<file path="src/rtl/dct_pkg.sv">
package dct_pkg;
  localparam int N         = 8;
  localparam int IDX_W     = $clog2(N);
  localparam int COEF_W    = 12;
  localparam int COEF_FRAC = 11;

  typedef enum logic [1:0] {ST_LOAD, ST_ROW, ST_COL, ST_EMIT} dct_state_e;

  // quarter-wave cosine magnitudes scaled by 2^10 (k = 0..8 in steps of pi/16)
  function automatic int cos_mag(input int k);
    case (k)
      0: return 1024;
      1: return 1004;
      2: return 946;
      3: return 851;
      4: return 724;
      5: return 569;
      6: return 392;
      7: return 200;
      default: return 0;
    endcase
  endfunction

  function automatic logic signed [COEF_W-1:0] dct_coef(input int u, input int x);
    int  ph;
    bit  neg;
    int  mag;
    if (u == 0) return COEF_W'(724);
    ph = ((2 * x + 1) * u) % 32;
    if (ph > 16) ph = 32 - ph;
    neg = (ph > 8);
    if (neg) ph = 16 - ph;
    mag = cos_mag(ph);
    return neg ? COEF_W'(-mag) : COEF_W'(mag);
  endfunction
endpackage

</file>
<file path="src/rtl/dct_coef_rom.sv">
module dct_coef_rom
  import dct_pkg::*;
(
  input  logic [IDX_W-1:0]         freq,
  input  logic [IDX_W-1:0]         pos,
  output logic signed [COEF_W-1:0] coef
);
  logic signed [COEF_W-1:0] table_q [N*N];

  for (genvar gu = 0; gu < N; gu++) begin : g_freq
    for (genvar gx = 0; gx < N; gx++) begin : g_pos
      assign table_q[gu*N + gx] = dct_coef(gu, gx);
    end
  end

  assign coef = table_q[{freq, pos}];
endmodule

</file>
<file path="src/rtl/dct_mac.sv">
module dct_mac #(
  parameter int A_W = 23,
  parameter int B_W = 12,
  parameter int S_W = 38
) (
  input  logic                  clk,
  input  logic                  rst_n,
  input  logic                  en,
  input  logic                  first,
  input  logic signed [A_W-1:0] opa,
  input  logic signed [B_W-1:0] opb,
  output logic signed [S_W-1:0] sum
);
  localparam int P_W = A_W + B_W;

  logic signed [P_W-1:0] prod;
  logic signed [S_W-1:0] prod_ext;
  logic signed [S_W-1:0] acc_q;

  assign prod     = opa * opb;
  assign prod_ext = {{(S_W-P_W){prod[P_W-1]}}, prod};
  assign sum      = (first ? '0 : acc_q) + prod_ext;

  always_ff @(posedge clk or negedge rst_n) begin
    if (!rst_n)  acc_q <= '0;
    else if (en) acc_q <= sum;
  end
endmodule

</file>
<file path="src/rtl/dct_scale.sv">
module dct_scale #(
  parameter int IN_W  = 38,
  parameter int SHIFT = 22,
  parameter int OUT_W = 12
) (
  input  logic signed [IN_W-1:0]  acc,
  output logic signed [OUT_W-1:0] res
);
  localparam int Q_W = IN_W - SHIFT;
  localparam logic signed [Q_W-1:0] HI = Q_W'((2 ** (OUT_W - 1)) - 1);
  localparam logic signed [Q_W-1:0] LO = Q_W'(-(2 ** (OUT_W - 1)));
  localparam logic signed [IN_W-1:0] HALF = IN_W'(1) << (SHIFT - 1);

  logic signed [IN_W-1:0] rounded;
  logic signed [Q_W-1:0]  q;

  assign rounded = acc + HALF;
  assign q       = rounded[IN_W-1:SHIFT];

  always_comb begin
    if (q > HI)      res = HI[OUT_W-1:0];
    else if (q < LO) res = LO[OUT_W-1:0];
    else             res = q[OUT_W-1:0];
  end
endmodule

</file>
<file path="src/rtl/dct8x8_engine.sv">
module dct8x8_engine
  import dct_pkg::*;
#(
  parameter int SAMPLE_W = 8,
  parameter int OUT_W    = 12
) (
  input  logic                    clk,
  input  logic                    rst_n,
  input  logic                    in_valid,
  output logic                    in_ready,
  input  logic [SAMPLE_W-1:0]     in_data,
  output logic                    out_valid,
  input  logic                    out_ready,
  output logic signed [OUT_W-1:0] out_data
);
  localparam int NPIX   = N * N;
  localparam int ADDR_W = 2 * IDX_W;
  localparam int OPW    = SAMPLE_W + COEF_W + IDX_W;
  localparam int ACC_W  = OPW + COEF_W + IDX_W;
  localparam int SHIFT  = 2 * COEF_FRAC;
  localparam logic [ADDR_W-1:0] LAST_PIX = ADDR_W'(NPIX - 1);
  localparam logic [IDX_W-1:0]  LAST_K   = IDX_W'(N - 1);

  dct_state_e state;
  logic [ADDR_W-1:0] lcnt, ocnt;
  logic [IDX_W-1:0]  kcnt;

  logic signed [SAMPLE_W-1:0] sbuf [NPIX];
  logic signed [OPW-1:0]      tram [NPIX];

  logic                       in_fire, row_pass, mac_en, last_k;
  logic signed [SAMPLE_W-1:0] shifted, samp_rd;
  logic [ADDR_W-1:0]          rd_addr;
  logic [IDX_W-1:0]           coef_freq;
  logic signed [COEF_W-1:0]   coef;
  logic signed [OPW-1:0]      operand;
  logic signed [ACC_W-1:0]    acc_sum;
  logic signed [OUT_W-1:0]    scaled;

  assign in_ready = (state == ST_LOAD);
  assign in_fire  = in_valid && in_ready;
  assign row_pass = (state == ST_ROW);
  assign mac_en   = row_pass || (state == ST_COL);
  assign last_k   = (kcnt == LAST_K);

  // level shift by half range: invert the sample MSB
  assign shifted = {~in_data[SAMPLE_W-1], in_data[SAMPLE_W-2:0]};

  // row pass walks samples along a row; column pass walks the transpose store down a column
  assign rd_addr   = row_pass ? {ocnt[ADDR_W-1:IDX_W], kcnt} : {kcnt, ocnt[IDX_W-1:0]};
  assign coef_freq = row_pass ? ocnt[IDX_W-1:0] : ocnt[ADDR_W-1:IDX_W];
  assign samp_rd   = sbuf[rd_addr];
  assign operand   = row_pass ? {{(OPW-SAMPLE_W){samp_rd[SAMPLE_W-1]}}, samp_rd}
                              : tram[rd_addr];

  dct_coef_rom u_rom (
    .freq (coef_freq),
    .pos  (kcnt),
    .coef (coef)
  );

  dct_mac #(.A_W(OPW), .B_W(COEF_W), .S_W(ACC_W)) u_mac (
    .clk   (clk),
    .rst_n (rst_n),
    .en    (mac_en),
    .first (kcnt == '0),
    .opa   (operand),
    .opb   (coef),
    .sum   (acc_sum)
  );

  dct_scale #(.IN_W(ACC_W), .SHIFT(SHIFT), .OUT_W(OUT_W)) u_scale (
    .acc (acc_sum),
    .res (scaled)
  );

  always_ff @(posedge clk) begin
    if (in_fire)              sbuf[lcnt] <= shifted;
    if (row_pass && last_k)   tram[ocnt] <= acc_sum[OPW-1:0];
  end

  always_ff @(posedge clk or negedge rst_n) begin
    if (!rst_n) begin
      state     <= ST_LOAD;
      lcnt      <= '0;
      ocnt      <= '0;
      kcnt      <= '0;
      out_valid <= 1'b0;
      out_data  <= '0;
    end else begin
      unique case (state)
        ST_LOAD: if (in_fire) begin
          lcnt <= lcnt + 1'b1;
          if (lcnt == LAST_PIX) begin
            state <= ST_ROW;
            ocnt  <= '0;
            kcnt  <= '0;
          end
        end
        ST_ROW: begin
          kcnt <= kcnt + 1'b1;
          if (last_k) begin
            ocnt <= ocnt + 1'b1;
            if (ocnt == LAST_PIX) state <= ST_COL;
          end
        end
        ST_COL: begin
          kcnt <= kcnt + 1'b1;
          if (last_k) begin
            out_data  <= scaled;
            out_valid <= 1'b1;
            state     <= ST_EMIT;
          end
        end
        ST_EMIT: if (out_ready) begin
          out_valid <= 1'b0;
          ocnt      <= ocnt + 1'b1;
          state     <= (ocnt == LAST_PIX) ? ST_LOAD : ST_COL;
        end
        default: state <= ST_LOAD;
      endcase
    end
  end

  assert_ready_exclusive_R5: assert property (@(posedge clk) disable iff (!rst_n)
    !(in_ready && out_valid));

  assert_load_done_R5: assert property (@(posedge clk) disable iff (!rst_n)
    (in_fire && lcnt == LAST_PIX) |=> (!in_ready && !out_valid));

  assert_release_R5: assert property (@(posedge clk) disable iff (!rst_n)
    (out_valid && out_ready && ocnt == LAST_PIX) |=> (in_ready && !out_valid));

  assert_hold_R6: assert property (@(posedge clk) disable iff (!rst_n)
    (out_valid && !out_ready) |=> (out_valid && $stable(out_data)));
endmodule

</file>
<file path="config.mk">
export PLATFORM = sky130hd
export DESIGN_NAME = dct8x8_engine
export DESIGN_NICKNAME = d
export VERILOG_FILES = /design/src/rtl/dct_pkg.sv /design/src/rtl/dct_coef_rom.sv /design/src/rtl/dct_mac.sv /design/src/rtl/dct_scale.sv /design/src/rtl/dct8x8_engine.sv
export SDC_FILE = /design/constraint.sdc
export NUM_CORES = 2
export LEC_CHECK = 0
export ABC_AREA = 1
export BUFFER_PORTS_ARGS = -buffer_cell sky130_fd_sc_hd__buf_4
export CAP_MARGIN = 40
export CORE_MARGIN = 2
export CORE_UTILIZATION = 37
export DETAILED_ROUTE_END_ITERATION = 8
export SYNTH_ARGS = -nofsm -noshare
export SYNTH_HDL_FRONTEND = slang
export SYNTH_SLANG_ARGS = --single-unit
</file>
<file path="constraint.sdc">
create_clock -name clk -period 21.5 [get_ports clk]
set_input_delay 2.15 -clock clk [delete_from_list [all_inputs] [get_ports clk]]
set_output_delay 2.15 -clock clk [all_outputs]
set_load 0.05 [all_outputs]
</file>
==> results.ini <==
[cts]
cts_tree=yes
cts_root_buf=sky130_fd_sc_hd__clkbuf_16
cts_post_setup_buffers_inserted=0
postCtsResizedCells=0
clock_path_buffers=3
postCtsHoldBufs=0
clock_tree.htree_level_count=4
worst_skew_pair.late_latency_ns=0.86
cts_made_buffers=211
clk_pin_slew_worst_paths_ns=0.06
cts.sinks=2052

[routing]
vias=65500
totalWireLength_um=273000
drt_iter0_drc=7488
detail_route.drc_violations=0
vias_per_cell=5.50
drt-pass1-iter-count=6
postRouteAntennaNets=0
routed_wire_length_per_instance_um=22.9

[timing]
fin_crit_sh_pct=65.3
period_needed_ns=14.04
setup-tns-final_ns=0
clock-skew-final_ns=0.0771
finalSetupViolations=0
timing.final.hold_violations=0
grt_setup_unrepaired=false
worstMarginPinSlew_ns=1.03
maxSlewHeadroom_pct=31.6
max_clock_freq_mhz=71.2
final_max_slew_viol_count=0

[cells_and_area]
n_fill_cell=24100
design_area_sq_mm=0.107
multiInputGateArea_sq_mm=0.0306
drive_gt1_share_pct=8.29
register_area_sq_mm=0.0613
area_growth_syn_to_layout_pct=11.4
nets=8749

[worst_setup_path]
rrSetupSlack_ns=7.46
worstSetupStartpoint=state[1]
worst_path_most_repeated_cell=sky130_fd_sc_hd__nand2_1
worst-setup-path-type=reg2reg
reg2reg_from=state[1]
critical-path-slowest-cell=sky130_fd_sc_hd__buf_4
ff2ff_path_depth=63
worst_r2r_endpoint=out_data[4]
cp_data_arrival_time_ns=14.76
cp_data_required_time_ns=22.22
crit_path_max_incr_delay_ns=0.72
endpoint_kind=flop
worst_path_maximum_fanout=207
startpoint_type=flop

[placed_design]
gp_congestion=0.909
number_of_buffers_added_on_ports=25
place_hpwl_um=160000
post_detailed_placement_cell_area_sq_mm=0.100

[synthesis]
dominantRegCellSynth=sky130_fd_sc_hd__edfxtp_1
synth_edf_count=1984
synth.net_count=8830
synth_compound_gate_area_share_pct=9.71
yosys.area_share.simple_pct=14.1
yosysMostFrequentCell=sky130_fd_sc_hd__edfxtp_1
post_synth_fa_ha_maj_area_fraction_pct=6.92
synthTopCellsByArea=sky130_fd_sc_hd__edfxtp_1 (62%), sky130_fd_sc_hd__nand2_1 (6.6%), sky130_fd_sc_hd__fa_1 (5.2%), sky130_fd_sc_hd__nor2_1 (3.9%), sky130_fd_sc_hd__o21ai_0 (3.4%)
synthXorXnorAreaFrac_pct=0.594
synthesis.area_per_instance_sq_um=11.4
synth_seq_area_share_pct=63.9
top_cell_types_by_occurrence_after_synthesis=sky130_fd_sc_hd__edfxtp_1 (1984), sky130_fd_sc_hd__nand2_1 (1688), sky130_fd_sc_hd__nor2_1 (984)
seq_cells_post_synth=2052
synth_top_area_share_pct=62.1
post_synth_instance_area_sq_mm=0.0959
synth_largest_area_cell=sky130_fd_sc_hd__edfxtp_1
synth_top_family_by_area=simple AND/OR/NAND/NOR gates
post_synth_inst_count=8438
synth.area.mux_share_pct=0
synth_async_sr_flop_share_pct=3.31
synth.yosys.warnings=0
yosys.cell_types.count=55

[pwr]
p_switching_mw=1.58
comb_power_share_pct=0.3
share_clk_of_total_power_pct=45.4
power.switching_fraction_pct=19.8
power.sequential.fraction_pct=54.3
power.density_cell_area_mw_per_mm2=74.7
internal_power_mw=6.40
vdd_ir_drop_max_mv=0.0818
leakage_nw=38.8

[floorplanning]
core_area_sq_mm=0.257
rows=186
start_util_pct=37.3
dieArea_sq_mm=0.263
io_pins=26
die_h_um=513
die_x_um=513

[worst_hold_path]
worst_hold_path.num_cells=2
holdCritPathClass=reg2reg
min_to=out_data[11]
holdCritStartpoint=out_data[11]

[global_routing]
grt_usage_pct=20.4
vias_in_the_first_global_route=63100
globalRoute.totalOverflow=0
grt_pass1_wl_um=408000
initial_antenna_violation_count=6
grt_max_degree=208

[run]
maxCapViolations=0

[run_status]
outcome=completed

==> area by class of cell <==
class | count | share of cell area (%)
clock inverters | 120 | 1.12
multi-input cells | 5291 | 28.6
clock buffers | 260 | 5.20
inverters | 615 | 2.19
well taps | 3384 | 3.96
diodes | 1 | 0.00234
repair buffers | 186 | 1.52
flip-flops and latches | 2052 | 57.4
==> critical path: cells and delay by family (launching register included) <==
| family | cells | cell delay [ns] |
|---|---|---|
| buffers and inverters | 14 | 3.18 |
| adder cells (fa/ha/maj) | 8 | 3.23 |
| XOR/XNOR | 1 | 0.20 |
| AND/OR/NAND/NOR | 28 | 3.71 |
| AO/OA/AOI/OAI | 12 | 2.97 |
| flip-flops | 1 | 0.43 |
==> kinds of logic (layout without fill, tap and decap cells) <==
logic type      Yosys count  after routing
fa+ha+maj               380            380
flops                  2052           2052
buf+inv                1095           1181
xor+xnor                 65             65
simple gates           3325           3325
compound gates         1521           1521
other cells               0              1
==> state kept, by name, summed over array words and instances (netlist names) <==
register	count
sbuf	512
out_data	12
state	2
lcnt	6
tram	1472
u_mac.acc_q	38
ocnt	6
kcnt	3
out_valid	1
==> how the worst max path moves through the flow <==
| stage | endpoint | slack [ns] | depth (start not counted) |
|---|---|---|---|
| after CTS | out_data[4] | 7.64 | 63 |
| final | out_data[4] | 7.46 | 63 |
| after detailed placement | out_data[4] | 7.62 | 63 |
| after global routing | out_data[5] | 6.49 | 62 |
| after global placement | out_data[0] | 7.57 | 61 |
| after floorplan | tram[0][19] | 11.87 | 41 |
==> power by group through the flow <==
stage	combinational [mW]	sequential [mW]	clock (mW)
after floorplan	0.00104	4.42	0
after global placement	0.0217	4.42	0
after CTS	0.0229	4.33	3.67
after global routing	0.0246	4.33	3.81
final	0.0223	4.33	3.62
after detailed placement	0.0230	4.42	0
==> per-stage QoR <==
stage / setup slack [ns] / total power [mW] / util (%) / std cells / hold slack [ns]
detailed placement: 7.62 / 4.44 / 38.9 / 11500 / 0.478
global route: 6.49 / 8.17 / 41.5 / 11900 / 0.512
CTS: 7.64 / 8.02 / 41.5 / 11900 / 0.495
floorplan: 11.87 / 4.42 / - / 8438 / 0.453
global placement: 7.57 / 4.44 / 38.8 / 11500 / 0.468
finish: 7.46 / 7.98 / 41.5 / 11900 / 0.495
==> per-layer routing <==
layer | wire length, um | track usage, % | vias to the layer above
met4 | 9090 | 6.77 | 0
met3 | 21400 | 3.31 | 416
met1 | 116000 | 28.3 | 33000
met5 | 0 | 0 | -
li1 | - | - | 29400
met2 | 127000 | 32.4 | 2699
==> cells in the final DEF (no fill, tap or decap), types with 11 or more instances in the layout <==
master / instances
sky130_fd_sc_hd__edfxtp_1: 1984
sky130_fd_sc_hd__nand2_1: 1688
sky130_fd_sc_hd__nor2_1: 919
sky130_fd_sc_hd__o21ai_0: 648
sky130_fd_sc_hd__inv_1: 565
sky130_fd_sc_hd__nand3_1: 531
sky130_fd_sc_hd__fa_1: 249
sky130_fd_sc_hd__a21oi_1: 239
sky130_fd_sc_hd__o22ai_1: 215
sky130_fd_sc_hd__clkbuf_16: 215
sky130_fd_sc_hd__buf_4: 169
sky130_fd_sc_hd__o211ai_1: 138
sky130_fd_sc_hd__a32o_1: 131
sky130_fd_sc_hd__ha_1: 128
sky130_fd_sc_hd__nor2_2: 81
sky130_fd_sc_hd__dfrtp_1: 68
sky130_fd_sc_hd__o221ai_1: 57
sky130_fd_sc_hd__clkinv_1: 50
sky130_fd_sc_hd__clkbuf_1: 44
sky130_fd_sc_hd__inv_2: 41
sky130_fd_sc_hd__nand2_2: 36
sky130_fd_sc_hd__clkinv_2: 34
sky130_fd_sc_hd__xor2_1: 30
sky130_fd_sc_hd__a31oi_1: 29
sky130_fd_sc_hd__nor3_1: 21
sky130_fd_sc_hd__bufinv_16: 19
sky130_fd_sc_hd__a311oi_1: 18
sky130_fd_sc_hd__xnor2_1: 16
sky130_fd_sc_hd__xor2_4: 15
sky130_fd_sc_hd__o21ai_1: 14
sky130_fd_sc_hd__nand4_1: 13
sky130_fd_sc_hd__buf_12: 13
sky130_fd_sc_hd__nand2_4: 11
Note: power is estimated with default switching activity, not from simulation.
